$ cat src/rtl/fcs_pkg.sv
package fcs_pkg;
  localparam int CHUNK_MAX = 4;

  localparam logic [7:0] OP_WREN  = 8'h06;
  localparam logic [7:0] OP_WRDI  = 8'h04;
  localparam logic [7:0] OP_CERASE = 8'hC7;
  localparam logic [7:0] OP_JEDEC = 8'h9F;
  localparam logic [7:0] OP_RDST  = 8'h05;
  localparam logic [7:0] OP_WRST  = 8'h01;
  localparam logic [7:0] OP_OLDID = 8'hAB;
  localparam logic [7:0] OP_SERASE = 8'hD8;
  localparam logic [7:0] OP_READ  = 8'h03;
  localparam logic [7:0] OP_PROG  = 8'h02;
  localparam logic [7:0] OP_FREAD = 8'h0B;

  typedef struct packed {
    logic       known;
    logic       hasAddr;
    logic       fixedShape;
    logic [2:0] fixTx;
    logic [2:0] fixRx;
    logic       isProg;
    logic       isFast;
  } opDecode_t;

  typedef enum logic [1:0] {ENG_DATA, ENG_POLL, ENG_WREN} engKind_t;

  typedef struct packed {
    logic     load;
    logic     setup;
    logic     plan;
    logic     gather;
    logic     capture;
    logic     emit;
    logic     pollClr;
    logic     pollInc;
    engKind_t kind;
  } seqStrobe_t;

  typedef struct packed {
    logic decErr;
    logic isFast;
    logic isProg;
    logic gatherDone;
    logic unloadDone;
    logic lastChunk;
    logic statusBusy;
    logic pollLimit;
  } seqStatus_t;

  function automatic opDecode_t decodeOp(input logic [7:0] opc);
    opDecode_t d;
    d = '0;
    d.known = 1'b1;
    case (opc)
      OP_WREN, OP_WRDI, OP_CERASE: d.fixedShape = 1'b1;
      OP_JEDEC: begin d.fixedShape = 1'b1; d.fixRx = 3'd3; end
      OP_RDST:  begin d.fixedShape = 1'b1; d.fixRx = 3'd1; end
      OP_WRST:  begin d.fixedShape = 1'b1; d.fixTx = 3'd1; end
      OP_OLDID: begin d.fixedShape = 1'b1; d.hasAddr = 1'b1; d.fixRx = 3'd1; end
      OP_SERASE: begin d.fixedShape = 1'b1; d.hasAddr = 1'b1; end
      OP_READ:  d.hasAddr = 1'b1;
      OP_PROG:  begin d.hasAddr = 1'b1; d.isProg = 1'b1; end
      OP_FREAD: begin d.hasAddr = 1'b1; d.isFast = 1'b1; end
      default:  d.known = 1'b0;
    endcase
    return d;
  endfunction
endpackage

$ cat src/rtl/fcs_dp.sv
module fcs_dp
  import fcs_pkg::*;
#(
  parameter int ADDR_W    = 24,
  parameter int LEN_W     = 8,
  parameter int MAX_POLLS = 16
) (
  input  logic              clk,
  input  logic              rstN,
  input  seqStrobe_t        stb,
  output seqStatus_t        sts,
  input  logic [7:0]        cmdOpcode,
  input  logic [ADDR_W-1:0] cmdAddr,
  input  logic [LEN_W-1:0]  cmdWrLen,
  input  logic [LEN_W-1:0]  cmdRdLen,
  input  logic [7:0]        wrData,
  input  logic              wrValid,
  output logic [7:0]        rdData,
  output logic [7:0]        engOpcode,
  output logic [ADDR_W-1:0] engAddr,
  output logic [3:0]        engTxCnt,
  output logic [2:0]        engRxCnt,
  output logic [31:0]       engTxData,
  input  logic [31:0]       engRxData
);
  localparam int PW = (MAX_POLLS < 2) ? 1 : $clog2(MAX_POLLS);
  localparam logic [LEN_W-1:0] CHUNK_L = LEN_W'(CHUNK_MAX);

  logic [7:0]        opcReg;
  logic [ADDR_W-1:0] addrReg;
  logic [LEN_W-1:0]  reqWr, reqRd, remWr, remRd;
  logic [2:0]        chTx, chRx, idx;
  logic [31:0]       txBuf, rxBuf;
  logic [PW-1:0]     pollCnt;

  opDecode_t        dec;
  logic [LEN_W-1:0] effWrReq;

  always_comb begin
    dec      = decodeOp(opcReg);
    effWrReq = dec.isFast ? reqWr - LEN_W'(1) : reqWr;
  end

  always_ff @(posedge clk) begin
    if (!rstN) begin
      opcReg <= '0; addrReg <= '0; reqWr <= '0; reqRd <= '0;
      remWr <= '0; remRd <= '0; chTx <= '0; chRx <= '0; idx <= '0;
      txBuf <= '0; rxBuf <= '0; pollCnt <= '0;
    end else begin
      if (stb.load) begin
        opcReg  <= cmdOpcode;
        addrReg <= cmdAddr;
        reqWr   <= cmdWrLen;
        reqRd   <= cmdRdLen;
      end
      if (stb.setup) begin
        remWr <= dec.fixedShape ? LEN_W'(dec.fixTx) : effWrReq;
        remRd <= dec.fixedShape ? LEN_W'(dec.fixRx) : reqRd;
      end
      if (stb.plan) begin
        chTx  <= (remWr >= CHUNK_L) ? 3'(CHUNK_MAX) : remWr[2:0];
        chRx  <= (remRd >= CHUNK_L) ? 3'(CHUNK_MAX) : remRd[2:0];
        idx   <= '0;
        txBuf <= '0;
      end
      if (stb.gather && wrValid && (idx < chTx)) begin
        txBuf[idx[1:0]*8 +: 8] <= wrData;
        idx <= idx + 3'd1;
      end
      if (stb.capture) begin
        rxBuf   <= engRxData;
        idx     <= '0;
        addrReg <= addrReg + ADDR_W'(chTx) + ADDR_W'(chRx);
        remWr   <= remWr - LEN_W'(chTx);
        remRd   <= remRd - LEN_W'(chRx);
      end
      if (stb.emit) idx <= idx + 3'd1;
      if (stb.pollClr) pollCnt <= '0;
      else if (stb.pollInc) pollCnt <= pollCnt + PW'(1);
    end
  end

  always_comb begin
    sts.decErr     = !dec.known || ((reqRd != '0) && (effWrReq != '0))
                     || (dec.isFast && (reqWr == '0));
    sts.isFast     = dec.isFast;
    sts.isProg     = dec.isProg;
    sts.gatherDone = (idx == chTx);
    sts.unloadDone = (idx == chRx);
    sts.lastChunk  = (remWr == '0) && (remRd == '0);
    sts.statusBusy = engRxData[0];
    sts.pollLimit  = (MAX_POLLS != 0) && (int'(pollCnt) == MAX_POLLS - 1);
    rdData         = rxBuf[idx[1:0]*8 +: 8];
    engAddr        = addrReg;
    case (stb.kind)
      ENG_POLL: begin
        engOpcode = OP_RDST; engTxCnt = 4'd1; engRxCnt = 3'd1; engTxData = '0;
      end
      ENG_WREN: begin
        engOpcode = OP_WREN; engTxCnt = 4'd1; engRxCnt = 3'd0; engTxData = '0;
      end
      default: begin
        engOpcode = dec.isFast ? OP_READ : opcReg;
        engTxCnt  = 4'd1 + (dec.hasAddr ? 4'd3 : 4'd0) + 4'(chTx);
        engRxCnt  = chRx;
        engTxData = txBuf;
      end
    endcase
  end
endmodule

$ cat src/rtl/fcs_ctrl.sv
module fcs_ctrl
  import fcs_pkg::*;
(
  input  logic       clk,
  input  logic       rstN,
  input  logic       cmdValid,
  output logic       cmdReady,
  input  logic       wrValid,
  output logic       wrReady,
  output logic       rdValid,
  output logic       engStart,
  input  logic       engDone,
  output logic       done,
  output logic       err,
  input  seqStatus_t sts,
  output seqStrobe_t stb
);
  typedef enum logic [3:0] {
    S_IDLE, S_CHECK, S_DUMMY, S_PREP, S_GATHER, S_ISSUE, S_WAIT, S_UNLOAD,
    S_POLL_ISSUE, S_POLL_WAIT, S_WREN_ISSUE, S_WREN_WAIT, S_DONE_OK, S_DONE_ERR
  } state_t;

  state_t state, nxt;

  always_ff @(posedge clk) begin
    if (!rstN) state <= S_IDLE;
    else       state <= nxt;
  end

  always_comb begin
    nxt      = state;
    stb      = '0;
    stb.kind = ENG_DATA;
    cmdReady = (state == S_IDLE);
    wrReady  = (state == S_DUMMY) || ((state == S_GATHER) && !sts.gatherDone);
    rdValid  = (state == S_UNLOAD) && !sts.unloadDone;
    engStart = 1'b0;
    done     = (state == S_DONE_OK) || (state == S_DONE_ERR);
    err      = (state == S_DONE_ERR);
    case (state)
      S_IDLE: if (cmdValid) begin stb.load = 1'b1; nxt = S_CHECK; end
      S_CHECK: begin
        if (sts.decErr) nxt = S_DONE_ERR;
        else begin
          stb.setup = 1'b1;
          nxt = sts.isFast ? S_DUMMY : S_PREP;
        end
      end
      S_DUMMY:  if (wrValid) nxt = S_PREP;
      S_PREP:   begin stb.plan = 1'b1; nxt = S_GATHER; end
      S_GATHER: begin
        stb.gather = !sts.gatherDone;
        if (sts.gatherDone) nxt = S_ISSUE;
      end
      S_ISSUE:  begin engStart = 1'b1; nxt = S_WAIT; end
      S_WAIT:   if (engDone) begin stb.capture = 1'b1; nxt = S_UNLOAD; end
      S_UNLOAD: begin
        if (!sts.unloadDone) stb.emit = 1'b1;
        else if (sts.lastChunk) nxt = S_DONE_OK;
        else if (sts.isProg) begin stb.pollClr = 1'b1; nxt = S_POLL_ISSUE; end
        else nxt = S_PREP;
      end
      S_POLL_ISSUE: begin stb.kind = ENG_POLL; engStart = 1'b1; nxt = S_POLL_WAIT; end
      S_POLL_WAIT: begin
        stb.kind = ENG_POLL;
        if (engDone) begin
          if (!sts.statusBusy) nxt = S_WREN_ISSUE;
          else if (sts.pollLimit) nxt = S_DONE_ERR;
          else begin stb.pollInc = 1'b1; nxt = S_POLL_ISSUE; end
        end
      end
      S_WREN_ISSUE: begin stb.kind = ENG_WREN; engStart = 1'b1; nxt = S_WREN_WAIT; end
      S_WREN_WAIT: begin
        stb.kind = ENG_WREN;
        if (engDone) nxt = S_PREP;
      end
      S_DONE_OK, S_DONE_ERR: nxt = S_IDLE;
      default: nxt = S_IDLE;
    endcase
  end
endmodule

$ cat src/rtl/flash_chunk_seq.sv
module flash_chunk_seq
  import fcs_pkg::*;
#(
  parameter int ADDR_W    = 24,
  parameter int LEN_W     = 8,
  parameter int MAX_POLLS = 16
) (
  input  logic              clk,
  input  logic              rstN,
  input  logic              cmdValid,
  output logic              cmdReady,
  input  logic [7:0]        cmdOpcode,
  input  logic [ADDR_W-1:0] cmdAddr,
  input  logic [LEN_W-1:0]  cmdWrLen,
  input  logic [LEN_W-1:0]  cmdRdLen,
  input  logic [7:0]        wrData,
  input  logic              wrValid,
  output logic              wrReady,
  output logic [7:0]        rdData,
  output logic              rdValid,
  output logic              engStart,
  output logic [7:0]        engOpcode,
  output logic [ADDR_W-1:0] engAddr,
  output logic [3:0]        engTxCnt,
  output logic [2:0]        engRxCnt,
  output logic [31:0]       engTxData,
  input  logic              engDone,
  input  logic [31:0]       engRxData,
  output logic              done,
  output logic              err
);
  seqStrobe_t stb;
  seqStatus_t sts;

  fcs_ctrl u_ctrl (
    .clk(clk), .rstN(rstN), .cmdValid(cmdValid), .cmdReady(cmdReady),
    .wrValid(wrValid), .wrReady(wrReady), .rdValid(rdValid),
    .engStart(engStart), .engDone(engDone), .done(done), .err(err),
    .sts(sts), .stb(stb)
  );

  fcs_dp #(.ADDR_W(ADDR_W), .LEN_W(LEN_W), .MAX_POLLS(MAX_POLLS)) u_dp (
    .clk(clk), .rstN(rstN), .stb(stb), .sts(sts),
    .cmdOpcode(cmdOpcode), .cmdAddr(cmdAddr), .cmdWrLen(cmdWrLen),
    .cmdRdLen(cmdRdLen), .wrData(wrData), .wrValid(wrValid), .rdData(rdData),
    .engOpcode(engOpcode), .engAddr(engAddr), .engTxCnt(engTxCnt),
    .engRxCnt(engRxCnt), .engTxData(engTxData), .engRxData(engRxData)
  );
endmodule

$ cat config.mk
export PLATFORM = sky130hd
export DESIGN_NAME = flash_chunk_seq
export DESIGN_NICKNAME = d
export VERILOG_FILES = /design/src/rtl/fcs_pkg.sv /design/src/rtl/fcs_dp.sv /design/src/rtl/fcs_ctrl.sv /design/src/rtl/flash_chunk_seq.sv
export SDC_FILE = /design/constraint.sdc
export NUM_CORES = 1
export LEC_CHECK = 0
export ABC_AREA = 1
export CORE_MARGIN = 5
export CORE_UTILIZATION = 30
export DETAILED_ROUTE_END_ITERATION = 12
export DONT_BUFFER_PORTS = 1
export SLEW_MARGIN = 15
export SYNTH_ARGS = -nofsm -noshare
export SYNTH_HDL_FRONTEND = slang
export SYNTH_SLANG_ARGS = --single-unit
$ cat constraint.sdc
create_clock -name clk -period 3.6 [get_ports clk]
set_input_delay 0 -clock clk [delete_from_list [all_inputs] [get_ports clk]]
set_output_delay 0 -clock clk [all_outputs]
set_load 0.05 [all_outputs]
==> out/qor.yml <==
grt_max_degree: 74
tightest_slew_ns: 1.16
critPathMaxStageDelay_ns: 0.49
routed_wl_mm: 26.6
first_global_vias: 8378
clk_latency_ns: 0.44
cts_tree: "built"
synth-async-reset-ratio: 0
die_w_um: 176
synthMuxAreaShare: 0
io_pins: 178
port_buffers: 0
yosys.area_share.simple: 0.294
switching_share: 0.444
finalPower_w: 0.00627
synth_top_family_by_area: "simple AND/OR/NAND/NOR gates"
fmax_mhz: 302
synth-compound-area-share: 0.192
critical_path_class: "register to register"
hold_buffers: 122
slew_violations: 0
netlist_area_um2: 8230
ys.flop_type: "dfxtp_1"
pwr-share-clk: 0.281
crit_chain: "inv_1, fa_1, inv_1, ha_1, inv_1, fa_1, inv_1, nand2_1, nand2_1, nand2_1, nor2_1, nand2_1, nor3_2, nand3_1, nor3b_1, o21ai_1, a21oi_1"
postRouteAntennaNets: 0
syn-instance-count: 1252
power.switching_w: 0.00278
clockBufferDepth: 2
clk_pin_slew_worst_paths_ns: 0.07
gp_congestion: 0.882
cp_max_fo: 8
area_delta_synth_final_pct: 26.4
n_antenna_cell: 0
grt_pass1_wl_mm: 42.8
crit_family: "simple AND/OR/NAND/NOR gates"
comb_power_share: 0.373
synth_xor_area_frac: 0.00852
cts_setup_buffers: 0
fillers: 2787
ir_worst_vdd_mv: 0.259
period_minus_slack_ns: 3.31
clock_sinks: 145
rows: 60
synth_top_area_share: 0.353
clockRootBuffer: "clkbuf_16"
dieArea_um2: 30800
fin_skew_ns: 0.0182
p_leak_nw: 4.21
max_slew_margin: 0.237
yosysWarnings: 0
viasPerCell: 5.03
numCtsBuffers: 17
synthTopCellsByArea: "dfxtp_1, nor2_1, nand2_1, inv_1, o21ai_0"
wl_per_cell_um: 15.5
power.density_nw_per_um2: 602
hpwl_mm: 18.2
synth_cell_types: 50
grt_antenna_before_repair: 0
cts_resized: 0
tns_ns: 0
yosysSeqAreaShare: 0.353
period_share: 0.919
post-synth-top-count-cell: "nor2_1"
yosys-top-cells-count: "nor2_1, nand2_1, inv_1"
drive_gt1_frac: 0.0629
syn-num-nets: 1374
post-route-util: 0.386
first_iter_violations: 718
ys_seq_elements: 145
finalSetupViolCount: 0
grt_use_total: 0.169
start_util: 0.305
die_y_um: 176
holdWs_ns: 0.144
synth_edf_count: 0
dr.pass1.iters: 5
core_area_um2: 27000
drv_cap: 0
status: "complete, no violations"
internal_power_w: 0.00348
hold_path.class: "input port to register"
synth_top_area_cell: "dfxtp_1"
cp-end-kind: "register"
avgSynthCellArea_um2: 6.57
vias: 8601
seq_power_share: 0.347
path_buf_inv: 4
nets: 1477
overflow: 0
cp.arrival_ns: 3.67
grt_setup_unrepaired: "no"
hold_viol_final: 0
htreeDepth: 4
slowest_stage: "nor3_2"
startpoint_type: "register"
drc: 0
required_ns: 3.96
yosys.area_share.adder: 0.0505
power groups by stage:
| stage | clock, W | combinational (W) | sequential [W] |
|---|---|---|---|
| final | 0.00176 | 0.00234 | 0.00217 |
| after global routing | 0.00187 | 0.00259 | 0.00220 |
| after CTS | 0.00180 | 0.00234 | 0.00217 |
| after detailed placement | 0 | 0.00220 | 0.00220 |
| after global placement | 0 | 0.00218 | 0.00220 |
| after floorplan | 0 | 0.00167 | 0.00222 |
per-stage QoR:
step / std cells / worst slack (ns) / area [um2]
finish: 1709 / 0.293 / 10400
CTS: 1709 / 0.363 / 10400
detailed placement: 1555 / 0.393 / 8580
global route: 1709 / 0.0823 / 10400
global placement: 1555 / 0.521 / 8580
floorplan: 1252 / 0.503 / 8230
logic make-up after synthesis:
logic type	after synthesis
AOI/OAI and AO/OA	285
xor gates and xnor gates	8
adders and majority gates	29
buffers and inverters	215
DFF	145
and+or+nand+nor	570
area by class of cell:
class	count	area [um2]	share of cell area
Multi-Input combinational cell	892	4510	0.434
Sequential cell	145	2900	0.279
Timing Repair Buffer	142	1390	0.134
Inverter	157	589	0.0567
Clock buffer	19	453	0.0435
Tap cell	341	427	0.0410
Clock inverter	13	129	0.0124
registers in the layout, indices dropped and copies added (netlist names), 8 cells and up:
register,flops
u_dp.engAddr,24
u_dp.opcReg,8
u_dp.remRd,8
u_dp.remWr,8
u_dp.reqRd,8
u_dp.reqWr,8
u_dp.rxBuf,32
u_dp.txBuf,32
path summary, 6_finish.rpt:
path                                    start          endpoint  slack (ns)  cells past startpoint
worst max-delay path             u_dp.chRx[0]  u_dp.engAddr[23]        0.29                     17
worst min-delay path                     rstN   u_dp.engAddr[2]        0.14                      2
worst max register to register   u_dp.chRx[0]  u_dp.engAddr[23]        0.29                     17
worst min register to register  u_dp.txBuf[4]     u_dp.txBuf[4]        0.47                      2
metal layers:
metal | track usage | vias to the layer above | routed length, um
met5 | 0 | - | 0
met4 | 0.0673 | 0 | 812
met3 | 0.0458 | 58 | 1750
met2 | 0.274 | 318 | 12400
met1 | 0.213 | 3922 | 11600
li1 | - | 4303 | -
cell usage in the layout (no fill, tap or decap), types with 14 or more instances in the layout:
master         instances
nor2_1               224
a21oi_1              102
dfxtp_1              145
o22ai_1               14
nand2_1              207
nand3_1               72
a31oi_1               19
buf_4                 20
nand4_1               19
ha_1                  22
dlygate4sd3_1        121
o21ai_0              107
clkbuf_16             17
inv_1                150
(Power assumes the default switching activity.)
